**config.mk**
```make
export PLATFORM = sky130hd
export DESIGN_NAME = dram_refresh_seq
export DESIGN_NICKNAME = d
export VERILOG_FILES = /design/src/rtl/dram_refresh_seq.sv
export SDC_FILE = /design/constraint.sdc
export NUM_CORES = 1
export LEC_CHECK = 0
export BUFFER_PORTS_ARGS = -buffer_cell sky130_fd_sc_hd__buf_4
export CAP_MARGIN = 30
export CORE_ASPECT_RATIO = 0.5
export CORE_MARGIN = 5
export CORE_UTILIZATION = 54
export DETAILED_ROUTE_END_ITERATION = 6
export GPL_TIMING_DRIVEN = 0
export PLACE_DENSITY = 0.84
export SETUP_SLACK_MARGIN = 0.05
export SYNTH_ARGS = -nofsm -noshare
export SYNTH_HDL_FRONTEND = slang
export SYNTH_SLANG_ARGS = --single-unit
```
**constraint.sdc**
```tcl
create_clock -name clk -period 3.5 [get_ports clk]
set_input_delay 0 -clock clk [delete_from_list [all_inputs] [get_ports clk]]
set_output_delay 0 -clock clk [all_outputs]
set_load 0.05 [all_outputs]
```
**src/rtl/dram_refresh_seq.sv**
```systemverilog
`timescale 1ns/1ps
module dram_refresh_seq #(
  parameter int ROW_BITS = 10,
  parameter int INTERVAL = 1560,
  parameter int T_CSR    = 1,
  parameter int T_RAS    = 5,
  parameter int T_RP     = 3,
  parameter int T_RASS   = 10000,
  parameter int T_RPS    = 11,
  parameter int MAX_OWED = 8
) (
  input  logic                clk,
  input  logic                rst_n,
  input  logic                mode_ras_only,
  input  logic                burst_policy,
  input  logic                sr_enter,
  input  logic                sr_exit,
  input  logic                host_req,
  output logic                ras_n,
  output logic                cas_n,
  output logic [ROW_BITS-1:0] row_addr,
  output logic                host_gnt,
  output logic                ref_busy,
  output logic                sr_active
);
  localparam int ROWS = 1 << ROW_BITS;
  localparam int TW   = (INTERVAL > 1) ? $clog2(INTERVAL) : 1;
  localparam int OW   = $clog2(MAX_OWED + 1);
  localparam int M1   = (T_CSR > T_RAS) ? T_CSR : T_RAS;
  localparam int M2   = (T_RP > T_RPS) ? T_RP : T_RPS;
  localparam int M3   = (M1 > M2) ? M1 : M2;
  localparam int CMAX = (M3 > T_RASS) ? M3 : T_RASS;
  localparam int CW   = $clog2(CMAX + 1);
  localparam int LATE_LIMIT = (ROWS + 2) * INTERVAL;
  localparam int AW   = $clog2(LATE_LIMIT + 1);

  typedef enum logic [3:0] {
    S_IDLE, S_HOST, S_CBR_LEAD, S_CBR_RAS, S_RO_RAS,
    S_PRE, S_SR_LEAD, S_SR_HOLD, S_SR_EXIT
  } st_t;

  st_t                 state;
  logic [CW-1:0]       cnt;
  logic [TW-1:0]       timer;
  logic [OW-1:0]       owed, owed_nx;
  logic [OW:0]         owed_sum;
  logic [ROW_BITS:0]   burst_left;
  logic [ROW_BITS-1:0] row;
  logic                in_sr, timer_run, tick, need, start, go_sr, dec, cnt_done;

  assign in_sr     = (state == S_SR_LEAD) || (state == S_SR_HOLD) || (state == S_SR_EXIT);
  assign timer_run = !in_sr && (burst_left == '0);
  assign tick      = timer_run && (timer == TW'(INTERVAL - 1));
  assign need      = (burst_left != '0) || (owed != '0);
  assign start     = (state == S_IDLE) && need;
  assign go_sr     = (state == S_IDLE) && !need && sr_enter;
  assign dec       = start && (burst_left == '0);
  assign cnt_done  = (cnt == '0);

  assign owed_sum = {1'b0, owed} + {{OW{1'b0}}, tick} - {{OW{1'b0}}, dec};
  assign owed_nx  = (owed_sum > (OW+1)'(MAX_OWED)) ? OW'(MAX_OWED) : owed_sum[OW-1:0];

  always_ff @(posedge clk) begin
    if (!rst_n)                timer <= '0;
    else if (!timer_run || tick) timer <= '0;
    else                       timer <= timer + TW'(1);
  end

  always_ff @(posedge clk) begin
    if (!rst_n)              owed <= '0;
    else if (in_sr || go_sr) owed <= '0;
    else                     owed <= owed_nx;
  end

  always_ff @(posedge clk) begin
    if (!rst_n)
      burst_left <= '0;
    else if (state == S_SR_EXIT && cnt_done)
      burst_left <= burst_policy ? (ROW_BITS+1)'(ROWS) : '0;
    else if (start && burst_left != '0)
      burst_left <= burst_left - (ROW_BITS+1)'(1);
  end

  always_ff @(posedge clk) begin
    if (!rst_n)                          row <= '0;
    else if (state == S_RO_RAS && cnt_done) row <= row + ROW_BITS'(1);
  end

  always_ff @(posedge clk) begin
    if (!rst_n) begin
      state <= S_IDLE;
      cnt   <= '0;
    end else begin
      case (state)
        S_IDLE: begin
          if (need) begin
            state <= mode_ras_only ? S_RO_RAS : S_CBR_LEAD;
            cnt   <= mode_ras_only ? CW'(T_RAS - 1) : CW'(T_CSR - 1);
          end else if (sr_enter) begin
            state <= S_SR_LEAD;
            cnt   <= CW'(T_CSR - 1);
          end else if (host_req) begin
            state <= S_HOST;
          end
        end
        S_HOST: if (!host_req) state <= S_IDLE;
        S_CBR_LEAD: begin
          if (cnt_done) begin state <= S_CBR_RAS; cnt <= CW'(T_RAS - 1); end
          else cnt <= cnt - CW'(1);
        end
        S_CBR_RAS, S_RO_RAS: begin
          if (cnt_done) begin state <= S_PRE; cnt <= CW'(T_RP - 1); end
          else cnt <= cnt - CW'(1);
        end
        S_PRE: begin
          if (cnt_done) state <= S_IDLE;
          else cnt <= cnt - CW'(1);
        end
        S_SR_LEAD: begin
          if (cnt_done) begin state <= S_SR_HOLD; cnt <= CW'(T_RASS - 1); end
          else cnt <= cnt - CW'(1);
        end
        S_SR_HOLD: begin
          if (!cnt_done) cnt <= cnt - CW'(1);
          else if (sr_exit) begin state <= S_SR_EXIT; cnt <= CW'(T_RPS - 1); end
        end
        S_SR_EXIT: begin
          if (cnt_done) state <= S_IDLE;
          else cnt <= cnt - CW'(1);
        end
        default: state <= S_IDLE;
      endcase
    end
  end

  assign ras_n     = !((state == S_CBR_RAS) || (state == S_RO_RAS) || (state == S_SR_HOLD));
  assign cas_n     = !((state == S_CBR_LEAD) || (state == S_CBR_RAS) ||
                       (state == S_SR_LEAD) || (state == S_SR_HOLD));
  assign row_addr  = (state == S_RO_RAS) ? row : '0;
  assign host_gnt  = (state == S_HOST);
  assign ref_busy  = (state != S_IDLE) && (state != S_HOST);
  assign sr_active = (state == S_SR_HOLD);

  logic [AW-1:0] age;
  always_ff @(posedge clk) begin
    if (!rst_n || !mode_ras_only || in_sr)                      age <= '0;
    else if (state == S_RO_RAS && cnt_done && row == ROW_BITS'(ROWS - 1)) age <= '0;
    else if (age != AW'(LATE_LIMIT))                            age <= age + AW'(1);
  end

  a_r3_gnt_quiet: assert property (@(posedge clk) disable iff (!rst_n)
    host_gnt |-> (ras_n && cas_n));
  a_r3_gnt_busy_excl: assert property (@(posedge clk) disable iff (!rst_n)
    !(host_gnt && ref_busy));
  a_r7_gnt_only_when_clear: assert property (@(posedge clk) disable iff (!rst_n)
    $rose(host_gnt) |-> $past(!need));
  a_r2_owed_cap: assert property (@(posedge clk) disable iff (!rst_n)
    owed <= OW'(MAX_OWED));
  a_r4_cas_before_ras: assert property (@(posedge clk) disable iff (!rst_n)
    ($fell(ras_n) && !cas_n) |-> $past(!cas_n));
  a_r5_ro_cas_high: assert property (@(posedge clk) disable iff (!rst_n)
    (!ras_n && cas_n) |=> (cas_n || ras_n));
  a_r6_precharge: assert property (@(posedge clk) disable iff (!rst_n)
    $rose(ras_n) |=> ras_n);
  a_r8_sr_strobes: assert property (@(posedge clk) disable iff (!rst_n)
    sr_active |-> (!ras_n && !cas_n));
  a_r11_row_age: assert property (@(posedge clk) disable iff (!rst_n)
    age < AW'(LATE_LIMIT));
endmodule

```
# --- Yosys cells after proc, flatten, opt, wreduce, memory -nomap -nowiden ---
# Cells that the tools add are included.
# Widths: inputs -> output; s select.
word_totals:
  elab_cells: 103
  reg_bits: 54
  input_bits: 7
  out_inout_bits: 15
op_classes:
  n_mux: 27
  n_bitwise: 1
  reduce_logical: 40
  add_sub_neg: 6
  eq_ne: 21
  n_lt_le_gt_ge: 1
op_table:
  columns: ["op", "count"]
  rows:
  - ["$mux 14", 8]
  - ["$pmux 14 s6", 1]
  - ["$mux 4", 11]
  - ["$mux 11", 3]
  - ["$pmux 4 s7", 1]
  - ["$eq 4x3->1 const B", 4]
  - ["$logic_not 14->1", 1]
  - ["$sub 14x1->14 const B", 1]
  - ["$ne 2x2->1 const B", 6]
  - ["$add 11x1->11 const B", 1]
  - ["$eq 11x11->1 const B", 1]
  - ["$logic_not 11->1", 1]
  - ["$reduce_bool 11->1", 1]
  - ["$sub 11x1->11 const B", 1]
  - ["$add 10x1->10 const B", 1]
  - ["$logic_and 1x1->1", 10]
  - ["$logic_or 1x1->1", 10]
  - ["$mux 10", 1]
  - ["$eq 4x2->1 const B", 2]
  - ["$reduce_and 8->1", 1]
  - ["$reduce_bool 4->1", 2]
  - ["$reduce_or 2->1", 4]
  - ["$mux 3", 2]
  - ["$ne 3x3->1 const B", 2]
  - ["15 further kinds", 20]

# --- Longest topological paths before layout ---
logic_depth:
  ltp_word: 10
  ltp_mapped: 16
  mapped_depth_nobuf: 16

# --- Least setup slack after synthesis ---
# OpenSTA, ideal clock, no wires.
synth_path:
  path_kind: "register to register"
  startpoint: "register burst_left[4]"
  endpoint: "register owed[0]"
  required_time_ns: 3.435
  setup_ns: 0.065
  synth_period_minus_slack_ns: 3.362
  arrival_ns: 3.297
  n_path_buf: 0
  stages_incl_launch_ff: 16
  path_slack_ns: 0.138
  path_cell_list: "dfxtp_1 -> or4_1 -> nor3_1 -> nand2_1 -> or3_1 -> ha_1 -> inv_1 -> ha_1 -> inv_1 -> fa_1 -> inv_1 -> a21oi_1 -> o21bai_1 -> xnor2_1 -> or3b_1 -> nor2_1"
synth_between:
  elab_chain_cells: 7
  word_cells_on_any_way: 15
  classes_between: "2 x add/sub; 1 x order compare; 12 x reduce/logical"
synth_rtl:
  columns: ["element", "line_no", "rtl"]
  rows:
  - ["from (decl)", "47", "logic [ROW_BITS:0] burst_left;"]
  - ["from (signal assigned)", "79", "burst_left <= burst_policy ? (ROW_BITS+1)'(ROWS) : '0;"]
  - ["from (signal assigned)", "81", "burst_left <= burst_left - (ROW_BITS+1)'(1);"]
  - ["$logic_not 11->1 / $reduce_bool 11->1 (equally long branches)", "52, 57, 54", null]
  - ["$logic_and 1x1->1 / $logic_or 1x1->1 (equally long branches)", "52, 54", null]
  - ["$logic_and 1x1->1 (tied with other cells)", "53", "assign tick = timer_run && (timer == TW'(INTERVAL - 1));"]
  - ["$add 4x1->5 (tied with other cells)", "60", "assign owed_sum = {1'b0, owed} + {{OW{1'b0}}, tick} - {{OW{1'b0}}, dec};"]
  - ["$sub 5x1->5 / $logic_and 1x1->1 (equally long branches)", "60, 56", null]
  - ["$gt 5x4->1 / $logic_or 1x1->1 (equally long branches)", "61, 71", null]
  - ["$reduce_or 3->1 (no line)", null, null]
  - ["to (signal assigned)", "72", "else owed <= owed_nx;"]
  - ["to (decl)", "45", "logic [OW-1:0] owed, owed_nx;"]
# Several ways; a longest one is shown, not always the timed one.
# A chain may end at the register's enable or synchronous reset.

# --- Worst setup path after layout ---
layout_path:
  startpoint: "register burst_left[7]"
  endpoint: "register owed[2]"
# Same word-level chain as after synthesis.

==> results.cfg <==
[outcome]
status = complete, no violations

[detailed_routing]
route.detailed.drc = 0
via_count = 2947
drt_first_pass_iters = 5
wl_per_cell_um = 15.3
ant_nets = 0
viasPerCell = 5.84
drt-total-wl_mm = 7.72
drt_iter0_markers = 201

[logic_synthesis]
synth_flop_cell = dfxtp_1
synth_adder_area_share = 0.0516
synth-async-reset-ratio = 0
synth_mux_area_frac = 0.00655
yosys.cell_types.count = 58
syn_area_um2 = 3060
syn_area_per_cell_um2 = 7.86
synth-edff-count = 0
ys_seq_area_frac = 0.354
synth_top_family_by_area = simple AND/OR/NAND/NOR gates
synth-seq-cells = 54
yosys.area.top_type_share = 0.354
synth_xor_area_frac = 0.0802
synth_area_leaders = dfxtp_1, nor2_1, nand2_1, xor2_1, ha_1
synth-compound-area-share = 0.175
ys_warn_count = 0
synth_fp_nets = 408
syn-instance-count = 389
yosys.area_share.simple = 0.292
synth.largest_area_cell = dfxtp_1

[setup_path]
worstPathRequired_ns = 3.74
timing.rr.end = owed[2]$_SDFF_PP0_
crit_path_start_kind = flip-flop
end_kind = flip-flop
path_class = reg2reg
r2r_slack_ns = 0.08
worstPathMaxFanout = 3
arrival_ns = 3.66
ff2ff_path_depth = 15
regToRegStartpoint = burst_left[7]$_SDFFE_PN0P_

[hold_path]
hold_depth = 3
hp-start = sr_enter
hp-class = in2reg
holdPathEnd = state[1]$_SDFFE_PN0P_

[sta]
finalHoldViolCount = 0
layout_min_cycle_time_ns = 3.42
worstMarginPinSlew_ns = 0.871
fin_skew_ns = 0.00665
report.final.slew_viol_count = 0
setup_viol = 0
max_freq_ghz = 0.293
period_share = 0.977
finalSetupTns_ns = 0
rsz0062_at_grt = yes
maxSlewHeadroom = 0.415

[power]
power.density_nw_per_um2 = 911
total_power_w = 0.00333
vdd_drop_max_mv = 0.458
leakagePower_nw = 1.42

[floorplanning]
rows = 19
die_width_um = 116
coreArea_um2 = 5490
die_area_um2 = 7360
initial_core_util = 0.557
die_h_um = 63.2
pin_count = 22

[layout]
layout_common_cells = dfxtp_1, nor2_1, nand2_1
synthToLayoutAreaGrowth_pct = 19.7
final_common_cell = dfxtp_1
drive_gt1_frac = 0.157
fill_cells = 441
antenna_cells = 0
final_nets = 450

[global_route]
grt_max_degree = 18
grt_pass1_wl_mm = 13.0
grt_pass1_vias = 2789
antenna_found_initial = 0
track_usage = 0.214
grt_overflow = 0

[clocking]
clkTransAtPathRegs_ns = 0.07
cts_tree = built
ctsLongestPathBuffers = 2
cts-buffers-inserted = 5
h-tree-depth = 2
cts_root_buf = clkbuf_16
clock_latency_ns = 0.30
cts.sinks = 54

[place]
dpl.hpwl_mm = 4.77
place.gp.congestion = 0.910
numPortBuffers = 21

[flow_run]
cap_viol_max_count = 0
==> per-layer routing <==
metal | wire [um] | GRT usage | share of wire
met4 | 189 | 0.0825 | 0.024
met5 | 0 | 0 | 0
met1 | 3450 | 0.278 | 0.45
met2 | 3620 | 0.345 | 0.47
met3 | 466 | 0.0497 | 0.060
==> critical path, cell delays in order (launching register included) <==
cell	delay, ns
dfxtp_2	0.34
or4_4	0.55
nor3_4	0.16
nand2_2	0.11
or3_1	0.33
ha_1	0.29
inv_2	0.07
ha_4	0.13
inv_2	0.03
fa_2	0.36
inv_2	0.07
a21oi_2	0.05
o21bai_1	0.15
xnor2_1	0.16
or3b_4	0.44
nor2_1	0.10
==> worst max path at each step <==
stage | start | to
floorplan | burst_left[4]$_SDFFE_PN0P_ | owed[0]$_SDFF_PP0_
global placement | burst_left[4]$_SDFFE_PN0P_ | owed[2]$_SDFF_PP0_
detailed placement | burst_left[4]$_SDFFE_PN0P_ | owed[0]$_SDFF_PP0_
CTS | burst_left[7]$_SDFFE_PN0P_ | owed[0]$_SDFF_PP0_
global route | burst_left[7]$_SDFFE_PN0P_ | owed[2]$_SDFF_PP0_
finish | burst_left[7]$_SDFFE_PN0P_ | owed[2]$_SDFF_PP0_
==> sequential cells by signal, summed over array words and instances (netlist names) <==
name	count
row	10
timer	11
cnt	14
owed	4
state	4
burst_left	11
==> what timing repair did <==
item / in CTS / in global routing
gates resized for setup: 13 / 14
pin swaps: 6 / 5
setup buffers: 14 / 1
hold buffers: 0 / 0
endpoints found under the setup margin: 3 / 13
==> per-stage QoR <==
| stage | cells | hold slack (ns) | worst slack, ns | utilization | cell area, um2 |
|---|---|---|---|---|---|
| after CTS | 505 | 0.0169 | 0.0515 | 0.659 | 3620 |
| after detailed placement | 483 | 0.322 | -0.146 | 0.602 | 3310 |
| after global routing | 505 | 0.0348 | -0.0656 | 0.666 | 3660 |
| after global placement | 483 | 0.329 | -0.101 | 0.602 | 3310 |
| after floorplan | 389 | 0.149 | 0.138 | - | 3060 |
| final | 505 | 0.0183 | 0.0816 | 0.666 | 3660 |
==> where the power goes <==
group | leakage, nW | internal, W | switching (W) | total, W
clock network | 0.0842 | 0.000339 | 0.000231 | 0.000570
registers | 0.440 | 0.000741 | 0.000143 | 0.000885
logic | 0.900 | 0.000765 | 0.00111 | 0.00188
total | 1.42 | 0.00185 | 0.00149 | 0.00333
==> synth_stat cells, types with 2 or more instances <==
| cell | number |
|---|---|
| nor2_1 | 53 |
| inv_1 | 17 |
| a21oi_1 | 23 |
| o31ai_1 | 2 |
| a31o_1 | 3 |
| nor3b_1 | 2 |
| or4_1 | 3 |
| and2_1 | 12 |
| nand3_1 | 7 |
| a31oi_1 | 6 |
| or3_1 | 10 |
| o21ai_0 | 11 |
| xor2_1 | 17 |
| or3b_1 | 2 |
| xnor2_1 | 11 |
| o32ai_1 | 3 |
| nand2b_1 | 2 |
| a22oi_1 | 3 |
| o211ai_1 | 2 |
| o21ai_1 | 8 |
| or2_2 | 2 |
| o21bai_1 | 2 |
| dfxtp_1 | 54 |
| and3_1 | 6 |
| a211oi_1 | 2 |
| nor4_1 | 5 |
| nor4b_1 | 5 |
| nor2b_1 | 2 |
| o21a_1 | 5 |
| nor3_1 | 11 |
| nand4_1 | 7 |
| clkbuf_1 | 14 |
| ha_1 | 11 |
| nand2_1 | 41 |
| mux2i_1 | 2 |
==> cells by family (layout without fill, tap and decap cells) <==
family,Yosys count,in the layout
buf+inv,33,76
mux,2,2
fa+ha+maj,12,12
simple gates,177,177
flops,54,54
compound gates,83,83
xor+xnor,28,28
==> area by class of cell <==
type,count,area [um2],share of cell area
clock inverter,3,43.8,0.0120
sequential,54,1090,0.297
clock buffer,5,125,0.0342
timing repair buffer,36,270,0.0739
multi-input combinational,302,1910,0.523
tap,73,91.3,0.0250
inverter,17,63.8,0.0174
buffer,15,65.1,0.0178
No activity file was read; power rests on OpenSTA's default activity.
